--- config.mk ---
export PLATFORM = sky130hd
export DESIGN_NAME = fspec_top
export DESIGN_NICKNAME = d
export VERILOG_FILES = /design/src/rtl/fspec_pkg.sv /design/src/rtl/fspec_line.sv /design/src/rtl/fspec_gate.sv /design/src/rtl/fspec_entry.sv /design/src/rtl/fspec_ctrl.sv /design/src/rtl/fspec_top.sv
export SDC_FILE = /design/constraint.sdc
export NUM_CORES = 1
export LEC_CHECK = 0
export BUFFER_PORTS_ARGS = -buffer_cell sky130_fd_sc_hd__buf_2
export CORE_AREA = 5 5 183 141
export CTS_BUF_LIST = sky130_fd_sc_hd__clkbuf_8
export DETAILED_ROUTE_END_ITERATION = 10
export DIE_AREA = 0 0 188 146
export PLACE_DENSITY = 0.82
export SYNTH_ARGS = -nofsm -noshare
export SYNTH_HDL_FRONTEND = slang
export SYNTH_HIERARCHICAL = 1
export SYNTH_SLANG_ARGS = --single-unit
--- constraint.sdc ---
create_clock -name clk -period 4.3 [get_ports clk]
set_clock_uncertainty 0.1 [all_clocks]
set_input_delay 0.43 -clock clk [delete_from_list [all_inputs] [get_ports clk]]
set_output_delay 0.43 -clock clk [all_outputs]
set_load 0.02 [all_outputs]
--- src/rtl/fspec_pkg.sv ---
package fspec_pkg;

    typedef enum logic [1:0] {
        ST_IDLE   = 2'd0,
        ST_DEMAND = 2'd1,
        ST_SPEC   = 2'd2
    } fspec_state_e;

    localparam logic [1:0] WIDTH_32 = 2'b00;

    // byte-to-line shift: 32-bit lines shift by 2, every other code by 3
    function automatic logic [1:0] line_shift(input logic [1:0] width_sel);
        return (width_sel == WIDTH_32) ? 2'd2 : 2'd3;
    endfunction

endpackage

--- src/rtl/fspec_line.sv ---
module fspec_line
    import fspec_pkg::*;
#(
    parameter int ADDR_W = 16,
    parameter int LINE_W = ADDR_W - 2
) (
    input  logic [ADDR_W-1:0] addr,
    input  logic [1:0]        width_sel,
    output logic [LINE_W-1:0] line,
    output logic [LINE_W-1:0] line_next
);

    logic [ADDR_W-1:0] shifted;

    always_comb begin
        shifted   = addr >> line_shift(width_sel);
        line      = shifted[LINE_W-1:0];
        line_next = line + LINE_W'(1);
    end

endmodule

--- src/rtl/fspec_gate.sv ---
module fspec_gate #(
    parameter int NUM_M = 8,
    parameter int MID_W = (NUM_M > 1) ? $clog2(NUM_M) : 1
) (
    input  logic [NUM_M-1:0] pf_dis,
    input  logic [MID_W-1:0] mid,
    input  logic             is_data,
    input  logic             ipf_en,
    input  logic             dpf_en,
    output logic             allow
);

    logic [NUM_M-1:0] master_ok;

    generate
        for (genvar g = 0; g < NUM_M; g++) begin : g_master
            assign master_ok[g] = (mid == MID_W'(g)) && !pf_dis[g];
        end
    endgenerate

    logic type_ok;
    assign type_ok = is_data ? dpf_en : ipf_en;
    assign allow   = (|master_ok) && type_ok;

endmodule

--- src/rtl/fspec_entry.sv ---
module fspec_entry #(
    parameter int LINE_W = 14,
    parameter int DATA_W = 64
) (
    input  logic              clk,
    input  logic              rst_n,
    input  logic              clr,
    input  logic              load,
    input  logic [LINE_W-1:0] ld_line,
    input  logic [DATA_W-1:0] ld_data,
    input  logic [LINE_W-1:0] probe,
    output logic              vld,
    output logic [DATA_W-1:0] data,
    output logic              hit
);

    logic [LINE_W-1:0] line_q;

    always_ff @(posedge clk) begin
        if (!rst_n) begin
            vld    <= 1'b0;
            line_q <= '0;
            data   <= '0;
        end else if (clr) begin
            vld <= 1'b0;
        end else if (load) begin
            vld    <= 1'b1;
            line_q <= ld_line;
            data   <= ld_data;
        end
    end

    assign hit = vld && (line_q == probe);

endmodule

--- src/rtl/fspec_ctrl.sv ---
module fspec_ctrl
    import fspec_pkg::*;
#(
    parameter int LINE_W = 14,
    parameter int DATA_W = 64
) (
    input  logic              clk,
    input  logic              rst_n,
    input  logic              m_valid,
    output logic              m_ready,
    input  logic [LINE_W-1:0] req_line,
    input  logic [LINE_W-1:0] req_next,
    input  logic              allow_in,
    input  logic              seb_en,
    input  logic              seb_hit,
    input  logic              spec_hit,
    input  logic [DATA_W-1:0] seb_data,
    input  logic [DATA_W-1:0] spec_data,
    input  logic              inv_now,
    input  logic              f_ack,
    input  logic [DATA_W-1:0] f_data,
    output logic              f_req,
    output logic [LINE_W-1:0] f_addr,
    output logic              r_valid,
    output logic [DATA_W-1:0] r_data,
    output logic              seb_load,
    output logic [LINE_W-1:0] seb_ld_line,
    output logic [DATA_W-1:0] seb_ld_data,
    output logic              spec_load,
    output logic              spec_take,
    output logic [LINE_W-1:0] spec_ld_line
);

    fspec_state_e state, state_nx;

    logic [LINE_W-1:0] line_q, next_q;
    logic              allow_q, kill_q;
    logic              accept, use_seb, use_spec, any_hit;

    // state register
    always_ff @(posedge clk) begin
        if (!rst_n) state <= ST_IDLE;
        else        state <= state_nx;
    end

    // outputs and next state
    always_comb begin
        state_nx    = state;
        m_ready     = 1'b0;
        f_req       = 1'b0;
        f_addr      = line_q;
        accept      = 1'b0;
        use_seb     = 1'b0;
        use_spec    = 1'b0;
        any_hit     = 1'b0;
        seb_load    = 1'b0;
        seb_ld_line = line_q;
        seb_ld_data = f_data;
        spec_load   = 1'b0;
        spec_take   = 1'b0;
        unique case (state)
            ST_IDLE: begin
                m_ready  = 1'b1;
                accept   = m_valid;
                use_seb  = seb_en && seb_hit;
                use_spec = seb_en && spec_hit && !use_seb;
                any_hit  = use_seb || use_spec;
                if (accept && use_spec) begin
                    seb_load    = 1'b1;
                    seb_ld_line = req_line;
                    seb_ld_data = spec_data;
                    spec_take   = 1'b1;
                end
                if (accept && !any_hit) state_nx = ST_DEMAND;
            end
            ST_DEMAND: begin
                f_req = 1'b1;
                if (f_ack) begin
                    seb_load = seb_en;
                    state_nx = allow_q ? ST_SPEC : ST_IDLE;
                end
            end
            ST_SPEC: begin
                f_req  = 1'b1;
                f_addr = next_q;
                if (f_ack) begin
                    spec_load = !kill_q && !inv_now;
                    state_nx  = ST_IDLE;
                end
            end
            default: state_nx = ST_IDLE;
        endcase
    end

    assign spec_ld_line = next_q;

    // request context, kill flag and registered response
    always_ff @(posedge clk) begin
        if (!rst_n) begin
            line_q  <= '0;
            next_q  <= '0;
            allow_q <= 1'b0;
            kill_q  <= 1'b0;
            r_valid <= 1'b0;
            r_data  <= '0;
        end else begin
            if (accept) begin
                line_q  <= req_line;
                next_q  <= req_next;
                allow_q <= allow_in;
            end
            kill_q  <= (state == ST_SPEC && !f_ack) ? (kill_q || inv_now) : 1'b0;
            r_valid <= (accept && any_hit) || (state == ST_DEMAND && f_ack);
            if (accept && any_hit) r_data <= use_seb ? seb_data : spec_data;
            else if (state == ST_DEMAND && f_ack) r_data <= f_data;
        end
    end

    a_r4_hit_no_flash: assert property (@(posedge clk) disable iff (!rst_n)
        (state == ST_IDLE && m_valid && seb_en && seb_hit) |=> (state == ST_IDLE && r_valid));

    a_r5_bypass: assert property (@(posedge clk) disable iff (!rst_n)
        (state == ST_IDLE && m_valid && !seb_en) |=> (state == ST_DEMAND));

    a_r6_spec_next: assert property (@(posedge clk) disable iff (!rst_n)
        (state == ST_DEMAND && f_ack && allow_q) |=>
            (state == ST_SPEC && f_req && f_addr == $past(line_q + LINE_W'(1))));

    a_r7_no_spec: assert property (@(posedge clk) disable iff (!rst_n)
        (state == ST_DEMAND && f_ack && !allow_q) |=> (state == ST_IDLE && !f_req));

    a_r11_resp_cause: assert property (@(posedge clk) disable iff (!rst_n)
        r_valid |-> $past((state == ST_IDLE && m_valid) || (state == ST_DEMAND && f_ack)));

endmodule

--- src/rtl/fspec_top.sv ---
module fspec_top
    import fspec_pkg::*;
#(
    parameter int NUM_M  = 8,
    parameter int ADDR_W = 16,
    parameter int DATA_W = 64,
    localparam int MID_W  = (NUM_M > 1) ? $clog2(NUM_M) : 1,
    localparam int LINE_W = ADDR_W - 2
) (
    input  logic              clk,
    input  logic              rst_n,
    input  logic [NUM_M-1:0]  cfg_pf_dis,
    input  logic              cfg_ipf_en,
    input  logic              cfg_dpf_en,
    input  logic              cfg_seb_en,
    input  logic [1:0]        cfg_width,
    input  logic              inv_wr,
    input  logic              inv_data,
    input  logic              m_valid,
    output logic              m_ready,
    input  logic [ADDR_W-1:0] m_addr,
    input  logic              m_is_data,
    input  logic [MID_W-1:0]  m_mid,
    output logic              r_valid,
    output logic [DATA_W-1:0] r_data,
    output logic              f_req,
    output logic [LINE_W-1:0] f_addr,
    input  logic              f_ack,
    input  logic [DATA_W-1:0] f_data
);

    logic [LINE_W-1:0] req_line, req_next;
    logic              allow, inv_now;
    logic              seb_vld, seb_hit, spec_vld, spec_hit;
    logic [DATA_W-1:0] seb_data, spec_data;
    logic              seb_load, spec_load, spec_take;
    logic [LINE_W-1:0] seb_ld_line, spec_ld_line;
    logic [DATA_W-1:0] seb_ld_data;

    assign inv_now = inv_wr && inv_data;

    fspec_line #(.ADDR_W(ADDR_W), .LINE_W(LINE_W)) u_line (
        .addr(m_addr), .width_sel(cfg_width), .line(req_line), .line_next(req_next)
    );

    fspec_gate #(.NUM_M(NUM_M), .MID_W(MID_W)) u_gate (
        .pf_dis(cfg_pf_dis), .mid(m_mid), .is_data(m_is_data),
        .ipf_en(cfg_ipf_en), .dpf_en(cfg_dpf_en), .allow(allow)
    );

    fspec_entry #(.LINE_W(LINE_W), .DATA_W(DATA_W)) u_seb (
        .clk(clk), .rst_n(rst_n), .clr(inv_now), .load(seb_load),
        .ld_line(seb_ld_line), .ld_data(seb_ld_data), .probe(req_line),
        .vld(seb_vld), .data(seb_data), .hit(seb_hit)
    );

    fspec_entry #(.LINE_W(LINE_W), .DATA_W(DATA_W)) u_spec (
        .clk(clk), .rst_n(rst_n), .clr(inv_now || spec_take), .load(spec_load),
        .ld_line(spec_ld_line), .ld_data(f_data), .probe(req_line),
        .vld(spec_vld), .data(spec_data), .hit(spec_hit)
    );

    fspec_ctrl #(.LINE_W(LINE_W), .DATA_W(DATA_W)) u_ctrl (
        .clk(clk), .rst_n(rst_n), .m_valid(m_valid), .m_ready(m_ready),
        .req_line(req_line), .req_next(req_next), .allow_in(allow),
        .seb_en(cfg_seb_en), .seb_hit(seb_hit), .spec_hit(spec_hit),
        .seb_data(seb_data), .spec_data(spec_data), .inv_now(inv_now),
        .f_ack(f_ack), .f_data(f_data), .f_req(f_req), .f_addr(f_addr),
        .r_valid(r_valid), .r_data(r_data), .seb_load(seb_load),
        .seb_ld_line(seb_ld_line), .seb_ld_data(seb_ld_data),
        .spec_load(spec_load), .spec_take(spec_take), .spec_ld_line(spec_ld_line)
    );

    a_r8_clear: assert property (@(posedge clk) disable iff (!rst_n)
        inv_now |=> (!seb_vld && !spec_vld));

    a_r9_fill_source: assert property (@(posedge clk) disable iff (!rst_n)
        $rose(spec_vld) |-> $past(f_ack && !inv_now));

    a_r10_busy: assert property (@(posedge clk) disable iff (!rst_n)
        f_req |-> !m_ready);

    a_r10_hold: assert property (@(posedge clk) disable iff (!rst_n)
        (f_req && !f_ack) |=> (f_req && $stable(f_addr)));

endmodule

==> summary.txt <==
Outcome
  – Outcome: completed

Clock tree
  – CTS Sinks: 255
  – CTS Hold Bufs: 0
  – Clk Latency, worst-skew pair: 540 ps
  – TritonCTS clock tree: done
  – CTS HTree Levels: 2
  – Total CTS buffers: 41
  – Post-CTS setup buffers: 0
  – Clock transition at path regs: 70 ps
  – Post-CTS Resized: 0
  – Root buffer cell: clkbuf_8
  – Clock tree buffer depth: 3

STA
  – Slew at the pin closest to its max-slew limit: 1200 ps
  – Hold slack: 58.7 ps
  – Crit share post-route: 82.3%
  – Peak Freq: 283 MHz
  – Setup-failing EPs final: 0
  – Count of final max-slew check failures: 0
  – Final min period: 3540 ps
  – RSZ-0062 raised after global routing: false
  – Slew margin rel.: 19.8%
  – Final hold vios: 0
  – Total negative setup slack: 0 ps

Min path
  – Worst Hold Class: input port to flip-flop

Worst setup path
  – Crit Path Max Fanout: 57
  – Worst-path cell chain: buf_2, or2_1, mux2i_1, inv_1, xnor2_1, nand4_1, nor4_1, buf_4, nor3b_4, a21o_1, nor2b_4, buf_12, nand2_1, a21boi_0
  – CP Capture Type: flip-flop
  – Crit start category: input port
  – WP data arrival: 3890 ps
  – Worst path bufs/invs: 4
  – Critical path's slowest cell: nor2b_4
  – CP Class: input port to flip-flop
  – Required @ worst endpoint: 4650 ps
  – R2R Setup Slk: 1260 ps
  – CP max stage delay: 580 ps
  – CP delay by family, top: simple AND/OR/NAND/NOR gates

Pwr
  – Leak pwr: 6.37 nW
  – Power Density: 328 nW/µm²
  – Worst vdd ir: 0.195 mV

Logic synthesis
  – FF+latch count, synth: 255
  – EDFF count, synth: 0
  – Compound-gate portion of the synthesized area: 21.9%
  – Yosys warnings: 6
  – Largest cells by area after synthesis: dfxtp_1 (37%), nand2_1 (10%), a211oi_2 (9.0%), mux2_4 (8.4%), a21boi_0 (6.2%)
  – Post-synthesis adder-cell area fraction: 0.358%
  – Post-Syn Instances: 1,464
  – Largest family of logic cells by synthesized area: compound AO/OA/AOI/OAI gates
  – Synth Area per Inst: 9.54 µm²
  – Cell variety after synth: 55
  – Mux cell area share after synthesis: 14.8%
  – Ys async rst share: 0%
  – Simple-Gate Fraction of Synth Area: 16.7%
  – Sequential-to-total area share from yosys stat: 36.6%
  – Commonest cells post-synth: nand2_1 (387), dfxtp_1 (255), a21boi_0 (116), a211oi_2 (100), mux2_4 (78)
  – XOR/XNOR Fraction of Synth Area: 2.45%
  – Post-synth top area cell: dfxtp_1
  – Synth Flop Type: dfxtp_1
  – Top-area cell type share of the netlist area: 36.6%
  – Syn Std Cell Area: 14,000 µm²
  – Count leader, synth: nand2_1
  – Synthesized Nets: 1,571

Floorplan
  – Die Ht: 146 µm
  – Die area: 27,400 µm²
  – Width of the die: 188 µm
  – Core ar.: 23,700 µm²
  – I/O pin cnt: 184
  – Starting Density: 59.0%
  – Cell row count: 49

Routing
  – Wire per inst: 18.4 µm
  – Via Count: 11.1k
  – Drt first pass iters: 5
  – DRC viols: 0
  – Post-route ant nets: 0
  – Via density: 5.78
  – Post-Route WL: 35.4 mm
  – Initial drt markers: 728

Placement
  – DP HPWL: 21.7 mm
  – Port Buf Inserts: 181
  – Post-placement cell area: 14,600 µm²
  – GPL Wtd Cong: 0.839

Cells and area
  – Final instance area: 15,400 µm²
  – Synth-to-Final Area Change: 10.3%
  – Final-layout fill cell count: 1,935
  – Share of cells above drive strength 1: 31.9%
  – Final Core Density: 65.1%
  – Area of the multi-input gates: 7920 µm²
  – FF/Latch Area: 5100 µm²
  – Layout Nets: 1,694

Flow run
  – Max-cap viol count: 0

Global route
  – Total track usage: 24.8%
  – Overflow after GRT: 0
  – Vias in the first global route: 11.0k
  – Largest net degree at the start of global routing: 85
  – Initial antenna violation count: 4
  – First-pass GRT wire length: 57.7 mm
layer usage:
layer / vias to the layer above / share of wire (%) / GRT usage [%]
met4: 6 / 1.6 / 5.58
met5: - / 0.13 / 0
li1: 5337 / - / -
met3: 52 / 6.8 / 4.92
met1: 5354 / 46 / 34.2
met2: 363 / 46 / 40.5
tightest hold or removal path, cell delays in order:
cell	delay [ps]
buf_2	120
nand2_2	50
a21boi_2	40
path summary, 6_finish.rpt:
path | startpoint | to | depth (start not counted)
worst min register to register | u_seb/data[48]$_SDFFE_PN0P_ | u_seb/data[48]$_SDFFE_PN0P_ | 2
worst max register to register | u_seb/line_q[5]$_SDFFE_PN0P_ | u_spec/line_q[1]$_SDFFE_PN0P_ | 10
worst max-delay path | cfg_width[1] | u_spec/line_q[1]$_SDFFE_PN0P_ | 14
worst min-delay path | f_data[38] | u_spec/data[38]$_SDFFE_PN0P_ | 3
power breakdown:
group,switching [mW],total [mW],internal (mW)
registers,0.0403,2.46,2.42
clock network,0.951,1.96,1.01
logic,0.369,0.631,0.261
total,1.36,5.06,3.70
cell usage in the layout (no fill, tap or decap), types with 3 or more instances in the layout:
| master | netlist | layout |
|---|---|---|
| dfxtp_1 | 255 | 255 |
| buf_2 | 25 | 180 |
| xnor2_1 | 35 | 35 |
| xor2_1 | 4 | 4 |
| clkbuf_8 | 0 | 48 |
| a211oi_1 | 30 | 30 |
| buf_12 | 12 | 9 |
| nand2_2 | 21 | 20 |
| nand2_1 | 387 | 387 |
| o21ai_1 | 3 | 3 |
| o21ai_0 | 6 | 6 |
| a21boi_1 | 22 | 22 |
| nor3b_1 | 3 | 3 |
| and3_1 | 68 | 68 |
| nand3_1 | 12 | 11 |
| mux2i_1 | 71 | 71 |
| buf_4 | 27 | 17 |
| mux2_4 | 78 | 78 |
| a21boi_0 | 116 | 116 |
| a211oi_2 | 100 | 100 |
| a21boi_2 | 20 | 20 |
| mux2_2 | 15 | 15 |
| nor2_1 | 7 | 7 |
| clkinv_2 | 0 | 6 |
| nand4_1 | 7 | 7 |
| ha_1 | 4 | 3 |
| a21oi_1 | 32 | 32 |
| inv_1 | 7 | 22 |
layout make-up:
cell class	count	area share, %
sequential	255	33.1
inverter	8	0.211
multi-input combinational	1075	51.4
timing repair buffer	206	7.85
clock buffer	48	4.29
clock inverter	22	0.609
tap	306	2.49
antenna	1	0.0162
through the flow:
step	std cells	total power, mW	worst slack [ps]
floorplan	1464	2.94	702
global placement	1850	3.12	452
detailed placement	1850	3.14	295
CTS	1920	5.09	848
global route	1921	5.26	492
finish	1921	5.06	762
registers in the layout (all words and copies together), names as in the netlist, 2 cells and up:
name	count
u_ctrl/line_q	14
u_ctrl/r_data	64
u_spec/data	64
u_ctrl/state	2
u_spec/line_q	14
u_seb/data	64
u_seb/line_q	14
u_ctrl/spec_ld_line	14
logic make-up (layout without fill, tap and decap cells):
| kind of cell | count (synthesis) | count (layout) |
|---|---|---|
| other cells | 0 | 1 |
| mux | 165 | 165 |
| fa+ha+maj | 4 | 4 |
| flops | 255 | 255 |
| compound gates | 341 | 341 |
| xor+xnor | 39 | 39 |
| buf+inv | 134 | 284 |
| simple gates | 526 | 526 |
No activity file was read; power rests on OpenSTA's default activity.
